--- config.mk ---
export PLATFORM = sky130hd
export DESIGN_NAME = hv_irq_status
export DESIGN_NICKNAME = d
export VERILOG_FILES = /design/src/rtl/hv_irq_pkg.sv /design/src/rtl/hv_reg_decode.sv /design/src/rtl/hv_queue_bank.sv /design/src/rtl/hv_state_regs.sv /design/src/rtl/hv_irq_status.sv
export SDC_FILE = /design/constraint.sdc
export NUM_CORES = 1
export LEC_CHECK = 0
export BUFFER_PORTS_ARGS = -buffer_cell sky130_fd_sc_hd__buf_2
export CORE_MARGIN = 10
export CORE_UTILIZATION = 50
export DETAILED_ROUTE_END_ITERATION = 8
export PLACE_DENSITY = 0.73
export SYNTH_ARGS = -nofsm -noshare
export SYNTH_HDL_FRONTEND = slang
export SYNTH_SLANG_ARGS = --single-unit
--- constraint.sdc ---
create_clock -name clk -period 2.8 [get_ports clk]
set_input_delay 0.14 -clock clk [delete_from_list [all_inputs] [get_ports clk]]
set_output_delay 0.14 -clock clk [all_outputs]
set_load 0.05 [all_outputs]
--- src/rtl/hv_irq_pkg.sv ---
package hv_irq_pkg;
  parameter int DATA_W   = 64;
  parameter int IDX_W    = 4;
  parameter int NUM_Q    = 4;
  parameter int PEND_W   = 16;
  parameter int HPS_W    = 12;
  parameter int TL_W     = 3;
  parameter int TBA_ZERO = 15;

  // state register bit positions
  parameter int HPS_TLZ  = 0;
  parameter int HPS_PRIV = 2;
  parameter int HPS_ID   = 11;

  // register index map
  localparam int NUM_QREG = 2 * NUM_Q;
  localparam int IDX_PEND = NUM_QREG;
  localparam int IDX_HPS  = NUM_QREG + 1;
  localparam int IDX_TBA  = NUM_QREG + 2;
  localparam int NUM_REG  = NUM_QREG + 3;

  // queues allowed to raise an interrupt (non-resumable queue excluded)
  parameter logic [NUM_Q-1:0] Q_IRQ_EN = 4'b0111;

  typedef struct packed {
    logic [NUM_QREG-1:0] q;
    logic                pend;
    logic                hps;
    logic                tba;
  } wr_strobe_t;
endpackage

--- src/rtl/hv_reg_decode.sv ---
module hv_reg_decode
  import hv_irq_pkg::*;
(
  input  logic             clk,
  input  logic             rst_n,
  input  logic             wr,
  input  logic [IDX_W-1:0] wr_idx,
  output wr_strobe_t       strobe,
  output logic             err
);
  logic hit;

  always_comb begin
    strobe = '0;
    hit    = 1'b0;
    for (int i = 0; i < NUM_QREG; i++) begin
      if (wr && (int'(wr_idx) == i)) begin
        strobe.q[i] = 1'b1;
        hit         = 1'b1;
      end
    end
    if (wr && (int'(wr_idx) == IDX_PEND)) begin
      strobe.pend = 1'b1;
      hit         = 1'b1;
    end
    if (wr && (int'(wr_idx) == IDX_HPS)) begin
      strobe.hps = 1'b1;
      hit        = 1'b1;
    end
    if (wr && (int'(wr_idx) == IDX_TBA)) begin
      strobe.tba = 1'b1;
      hit        = 1'b1;
    end
  end

  always_ff @(posedge clk or negedge rst_n) begin
    if (!rst_n) err <= 1'b0;
    else        err <= wr && !hit;
  end
endmodule

--- src/rtl/hv_queue_bank.sv ---
module hv_queue_bank
  import hv_irq_pkg::*;
#(
  parameter int W = DATA_W
) (
  input  logic                  clk,
  input  logic                  rst_n,
  input  logic [NUM_QREG-1:0]   wr_q,
  input  logic [W-1:0]          wdata,
  output logic [NUM_QREG*W-1:0] ptrs,
  output logic [NUM_Q-1:0]      q_irq
);
  for (genvar q = 0; q < NUM_Q; q++) begin : g_q
    logic [W-1:0] head_q, tail_q;

    always_ff @(posedge clk or negedge rst_n) begin
      if (!rst_n) begin
        head_q <= '0;
        tail_q <= '0;
      end else begin
        if (wr_q[2*q])   head_q <= wdata;
        if (wr_q[2*q+1]) tail_q <= wdata;
      end
    end

    assign ptrs[(2*q)*W   +: W] = head_q;
    assign ptrs[(2*q+1)*W +: W] = tail_q;

    if (Q_IRQ_EN[q]) begin : g_irq
      assign q_irq[q] = (head_q != tail_q);
    end else begin : g_noirq
      assign q_irq[q] = 1'b0;
    end
  end
endmodule

--- src/rtl/hv_state_regs.sv ---
module hv_state_regs
  import hv_irq_pkg::*;
#(
  parameter int W = DATA_W
) (
  input  logic              clk,
  input  logic              rst_n,
  input  logic              wr_pend,
  input  logic              wr_hps,
  input  logic              wr_tba,
  input  logic [PEND_W-1:0] pend_wdata,
  input  logic [HPS_W-1:0]  hps_wdata,
  input  logic [W-1:0]      tba_wdata,
  input  logic [TL_W-1:0]   trap_lvl,
  output logic [PEND_W-1:0] pend,
  output logic [HPS_W-1:0]  hps,
  output logic [W-1:0]      tba,
  output logic              pend_irq,
  output logic              tlz_irq
);
  localparam logic [HPS_W-1:0] ID_MASK  = HPS_W'(1) << HPS_ID;
  localparam logic [W-1:0]     TBA_KEEP = ~((W'(1) << TBA_ZERO) - W'(1));

  always_ff @(posedge clk or negedge rst_n) begin
    if (!rst_n) begin
      pend <= '0;
      hps  <= ID_MASK;
      tba  <= '0;
    end else begin
      if (wr_pend) pend <= pend_wdata;
      if (wr_hps)  hps  <= hps_wdata | ID_MASK;
      if (wr_tba)  tba  <= tba_wdata & TBA_KEEP;
    end
  end

  assign pend_irq = |pend;
  assign tlz_irq  = hps[HPS_TLZ] && !hps[HPS_PRIV] && (trap_lvl == '0);
endmodule

--- src/rtl/hv_irq_status.sv ---
module hv_irq_status
  import hv_irq_pkg::*;
(
  input  logic              clk,
  input  logic              rst_n,
  input  logic              reg_wr,
  input  logic [IDX_W-1:0]  reg_wr_idx,
  input  logic [DATA_W-1:0] reg_wr_data,
  input  logic [IDX_W-1:0]  reg_rd_idx,
  output logic [DATA_W-1:0] reg_rd_data,
  input  logic [TL_W-1:0]   trap_lvl,
  output logic              wr_err,
  output logic              xcall_irq,
  output logic              dev_irq,
  output logic              rerr_irq,
  output logic              hpend_irq,
  output logic              tlz_irq
);
  wr_strobe_t                 stb;
  logic [NUM_QREG*DATA_W-1:0] ptrs;
  logic [NUM_Q-1:0]           q_irq;
  logic [PEND_W-1:0]          pend;
  logic [HPS_W-1:0]           hps;
  logic [DATA_W-1:0]          tba;

  hv_reg_decode u_dec (
    .clk    (clk),
    .rst_n  (rst_n),
    .wr     (reg_wr),
    .wr_idx (reg_wr_idx),
    .strobe (stb),
    .err    (wr_err)
  );

  hv_queue_bank #(.W(DATA_W)) u_qbank (
    .clk   (clk),
    .rst_n (rst_n),
    .wr_q  (stb.q),
    .wdata (reg_wr_data),
    .ptrs  (ptrs),
    .q_irq (q_irq)
  );

  hv_state_regs #(.W(DATA_W)) u_state (
    .clk        (clk),
    .rst_n      (rst_n),
    .wr_pend    (stb.pend),
    .wr_hps     (stb.hps),
    .wr_tba     (stb.tba),
    .pend_wdata (reg_wr_data[PEND_W-1:0]),
    .hps_wdata  (reg_wr_data[HPS_W-1:0]),
    .tba_wdata  (reg_wr_data),
    .trap_lvl   (trap_lvl),
    .pend       (pend),
    .hps        (hps),
    .tba        (tba),
    .pend_irq   (hpend_irq),
    .tlz_irq    (tlz_irq)
  );

  always_comb begin
    reg_rd_data = '0;
    for (int i = 0; i < NUM_QREG; i++) begin
      if (int'(reg_rd_idx) == i) reg_rd_data = ptrs[i*DATA_W +: DATA_W];
    end
    if (int'(reg_rd_idx) == IDX_PEND) reg_rd_data = DATA_W'(pend);
    if (int'(reg_rd_idx) == IDX_HPS)  reg_rd_data = DATA_W'(hps);
    if (int'(reg_rd_idx) == IDX_TBA)  reg_rd_data = tba;
  end

  assign xcall_irq = q_irq[0];
  assign dev_irq   = q_irq[1];
  assign rerr_irq  = q_irq[2];
endmodule

=== After elaboration in Yosys (flattened, before gate mapping) ===
Index checks and enable logic that the tools add are counted.

* Bits in registers: 589
* Input bits: 78
* Output and inout port bits: 70

* Eq/ne operators: 23
* Muxes and demuxes: 32
* Reduce and logical (&&, ||, !) cells: 20

{| class="wikitable"
|+ Operator list
! operator !! count
|-
| $mux W64 || 11
|-
| $ne A64 B64 Y1 || 3
|-
| $eq A4 B4 Y1 const B || 14
|-
| $mux W1 || 21
|-
| $eq A4 B3 Y1 const B || 4
|-
| $reduce_or A16 Y1 || 1
|-
| $logic_and A1 B1 Y1 || 14
|-
| $eq A4 B2 Y1 const B || 2
|-
| $logic_not A4 Y1 || 2
|-
| $logic_not A3 Y1 || 1
|-
| $logic_not A1 Y1 || 2
|}

=== Logic depth before layout (Yosys ltp) ===
* Depth after elaboration: 15
* Depth in mapped cells: 8
* Gate-level depth less buffers: 4

=== Modules after synthesis ===
From an unflattened synthesis, not the netlist that was laid out.

* Cells, all modules: 2235
* Area, all modules: 29609.6 µm²

{| class="wikitable"
|+ Modules (own cells, without submodules)
! module !! instances !! cells an instance !! area each (µm²)
|-
| hv_queue_bank || 1 || 1337 || 21265.4
|-
| hv_irq_status || 1 || 692 || 5178.7
|-
| hv_state_regs || 1 || 185 || 3036.7
|-
| hv_reg_decode || 1 || 21 || 128.9
|}

=== Worst setup path before layout ===
No wires, ideal clock.

* Kind: input to output
* From: input reg_rd_idx[2]
* To: output reg_rd_data[0]
* Data arrival time: 2.345 ns
* Setup slack: 0.315 ns
* Stages: 7
* Path through: buf_2 -> buf_4 -> buf_2 -> nor2_1 -> and2_1 -> o221ai_1 -> a211oi_1

* Longest elaborated chain between the ends: 12
* Elaborated cells on any way between the ends: 22

{| class="wikitable"
|+ RTL lines
! item !! line !! source
|-
| start, declared || hv_irq_status.sv:9 || <nowiki>input logic [IDX_W-1:0] reg_rd_idx,</nowiki>
|-
| $logic_not A4 Y1 || hv_irq_status.sv:64 || <nowiki>if (int'(reg_rd_idx) == i) reg_rd_data = ptrs[i*DATA_W +: DATA_W];</nowiki>
|-
| $mux W64 (8 in a row) || hv_irq_status.sv:64 ||
|-
| $mux W64 || hv_irq_status.sv:66 || <nowiki>if (int'(reg_rd_idx) == IDX_PEND) reg_rd_data = DATA_W'(pend);</nowiki>
|-
| $mux W64 || hv_irq_status.sv:67 || <nowiki>if (int'(reg_rd_idx) == IDX_HPS) reg_rd_data = DATA_W'(hps);</nowiki>
|-
| $mux W64 (*) || hv_irq_status.sv:68 || <nowiki>if (int'(reg_rd_idx) == IDX_TBA) reg_rd_data = tba;</nowiki>
|-
| end, declared || hv_irq_status.sv:10 || <nowiki>output logic [DATA_W-1:0] reg_rd_data,</nowiki>
|}

Mark *: on every way between the ends. The rest lies on a longest branch, timed or not.

=== Worst setup path in the final report ===
* From: register u_qbank.g_q[1].tail_q[27]
* To: output dev_irq

* Longest elaborated chain between the ends: 1

{| class="wikitable"
|+ RTL lines
! item !! line !! source
|-
| start, declared || hv_queue_bank.sv:14 || <nowiki>logic [W-1:0] head_q, tail_q;</nowiki>
|-
| start signal, assigned || hv_queue_bank.sv:22 || <nowiki>if (wr_q[2*q+1]) tail_q <= wdata;</nowiki>
|-
| $ne A64 B64 Y1 || hv_queue_bank.sv:30 || <nowiki>assign q_irq[q] = (head_q != tail_q);</nowiki>
|-
| end, declared || hv_irq_status.sv:14 || <nowiki>output logic dev_irq,</nowiki>
|}

No other way between the ends.

==> metrics.txt <==
status complete, no violations; critical path launch point u_qbank.g_q[1].tail_q[27]; final hold viol count 0; Die W about 260 um; post-synthesis cell area 28600 sq um; register bit total from synthesis 589; CP Capture Type output port; Synth area leaders dfrtp_1 52%, mux2_1 23%, xnor2_1 5.9%, a22oi_1 2.4%, mux2_2 1.5%; first-pass GRT wire length 136000 um; Remaining Overflow, GRT 0; final worst path period share 1.00; PwrDens about 800 nW/um^2; drt via density between 6 and 7; vias in the first global route approximately 21k; pin slew with the least headroom to its limit 0.771 ns; crit path max fanout 3; Worst Hold Class in2async; cell with the most instances after synthesis mux2_1; top post-synthesis cells by count 596 x mux2_1, 589 x dfrtp_1, 192 x xnor2_1, 93 x a22oi_1, 80 x buf_2; I/O Pins between 100 and 150; Cell variety after synth a little over 60; Tot GR Track Use 0.267; htree depth 2; drt drc 0; initial DRC count around 2.1k; crit path kind reg2out; asr flop ratio synth 1.00; Max IR drop VDD 0.000497 V; Ant. Diodes 0; CP most frequent cell nand4_1; Final ANT Viol Nets 0; multiplexer share of the synthesized area 0.260; Post-DP HPWL 59900 um; CP max stage cell dfrtp_1; CP startpoint kind register; post-synthesis cell count ~2.2k; share of cells above drive strength 1 0.174; RR Startpoint u_qbank.g_q[2].head_q[34]; CTS tree built; CP Data Arrival Time ~2.7 ns; Synth Flop Type dfrtp_1; CTS root buf clkbuf_16; Max-cap violations 0; Post-synth EDFFs 0; yosys warns 0; Post-Synth Simple-Gate Area 0.0368; Compound-Gate Fraction of Synth Area 0.102; core area about 56000 sq um; final number of setup-violating endpoints 0; cell leakage power between 10 and 15 nW; RSZ-0062 raised after global routing false; Port Buf Inserts 147; CTS clock-pin slew for the worst setup and hold paths 0.06 ns; die area 67100 sq um; Post-CTS Setup Inserts 0; syn nets roughly 2.2k; CTS Buf Count between 60 and 70; die span in y between 200 and 300 um; Synth-to-Final Area Change 19.4%; largest family of logic cells by synthesized area multiplexers; largest net degree at the start of global routing 121; Slew Viols, Final 0; Largest stage delay, worst path between 0.4 and 0.5 ns; # rows 87; Power Total around 27 mW; Initial Utilization 0.506; crit path time final roughly 2.8 ns; Post-Route WL a little over 90000 um; CTS max path bufs 3; Synth Area per Inst ~13 sq um; Cell Chain, Critical Path xnor2_1 -> nand4_1 -> nor4_4 -> nand4_1 -> buf_2; fmax approximately 0.36 GHz; clock sinks ~590; sequential-to-total area share from yosys stat 0.516; Skew-Pair Late Insertion Delay 0.62 ns; Synth top area share 0.516; Worst Path Required between 2 and 3 ns; slew margin rel. 0.485; Synth Area in Adders 0; global placement routability congestion 0.930; drt pass-1 iters 5; antenna violations before repair 2; dominant cell type by area after synthesis dfrtp_1; average wire per cell in the routed design 28.9 um; XOR/XNOR share of the synthesized area 0.0589; Setup Skew 0 ns; total vias in the final route 20.3k; filler instances approximately 4.3k; Setup TNS 0 ns; Nets 2431
[cells in the final DEF (no fill, tap or decap), drive strengths merged, types with 4 or more instances in the layout]
cell	n
mux2	635
and2	8
nor4	17
a22oi	93
buf	225
dlygate4sd3	68
o211ai	12
mux2i	14
nand2	14
nand4	52
mux4	6
xnor2	192
nor3	6
o221ai	39
a31oi	5
a21oi	62
a22o	12
clkbuf	97
o22a	36
o2bb2ai	4
nor2b	10
o22ai	8
a221oi	24
nand3b	4
dfrtp	589
o211a	5
a211oi	7
clkinv	9
inv	5
a32o	36
nor2	30
o21ai	20
nand2b	12
[repair_timing]
| action | CTS | global route |
|---|---|---|
| endpoints found under the setup margin | 2 | 3 |
| pin swaps | 1 | 3 |
| hold buffers | 68 | 0 |
| cloned | 0 | 0 |
| hold endpoints to repair | 841 | 0 |
| gates resized for setup | 7 | 27 |
[cell type report]
class                   instances  area [sq um]  share of cell area
clock inverters                14           155             0.00455
inverters                       4          15.0            0.000440
well taps                     756           946              0.0277
clock buffers                  97          1860              0.0547
flip-flops and latches        589         14700               0.432
multi-input cells            1404         13400               0.394
repair buffers                293          2940              0.0862
[flip-flops by register name, summed over array words and instances, names as in the netlist]
signal,flops
u_dec.err,1
u_qbank.g_q.head_q,256
u_qbank.g_q.tail_q,256
u_state.hps,11
u_state.pend,16
u_state.tba,49
[metal layers]
layer / GRT usage / vias up / part of all wire
met3: 0.0594 / 220 / 0.092
met5: 0 / - / 0.00018
met4: 0.135 / 4 / 0.053
li1: - / 8504 / -
met1: 0.346 / 10600 / 0.39
met2: 0.417 / 1010 / 0.46
[through the flow]
stage / worst slack, ns / utilization / cells / hold WS [ns] / area [sq um]
2_1_floorplan: 0.315 / - / 2160 / -0.156 / 28600
3_3_place_gp: 0.357 / 0.552 / 2978 / 0.109 / 31200
3_5_place_dp: 0.347 / 0.552 / 2978 / 0.108 / 31200
4_1_cts: 0.00268 / 0.600 / 3157 / 0.0644 / 33900
5_1_grt: 0.000828 / 0.604 / 3157 / 0.0734 / 34100
6_report: 0.00125 / 0.604 / 3157 / 0.0512 / 34100
[report_power, final]
part           switching [mW]  internal, mW  leakage, nW
Combinational            3.68          3.09         6.12
Sequential               1.74          10.5         7.22
Clock                    3.40          4.80        0.995
Total                    8.82          18.4         14.3
[kinds of logic (layout without fill, tap and decap cells)]
kind of cell,Yosys count,count (layout)
flip-flops,589,589
XOR/XNOR,192,192
AND/OR/NAND/NOR,175,175
multiplexers,655,655
buffers and inverters,167,408
AO/OA/AOI/OAI,382,382
[critical path: cells and delay by family (launching register included)]
kind | cells | cell delay (ns)
DFF | 1 | 0.41
and+or+nand+nor | 3 | 0.97
buffers and inverters | 1 | 0.31
xor gates and xnor gates | 1 | 0.33
[path summary, 6_finish.rpt]
check / depth (start not counted) / to / slack, ns
max reg2reg: 1 / u_qbank.g_q[2].head_q[34] / 1.93
max in group asynchronous: 3 / u_qbank.g_q[2].tail_q[35] / 1.69
min reg2reg: 1 / u_state.tba[22] / 0.49
min in group clk: 5 / u_state.hps[5] / 0.13
min: 2 / u_state.hps[2] / 0.05
max: 5 / dev_irq / 0.001
Note: power is estimated with default switching activity, not from simulation.
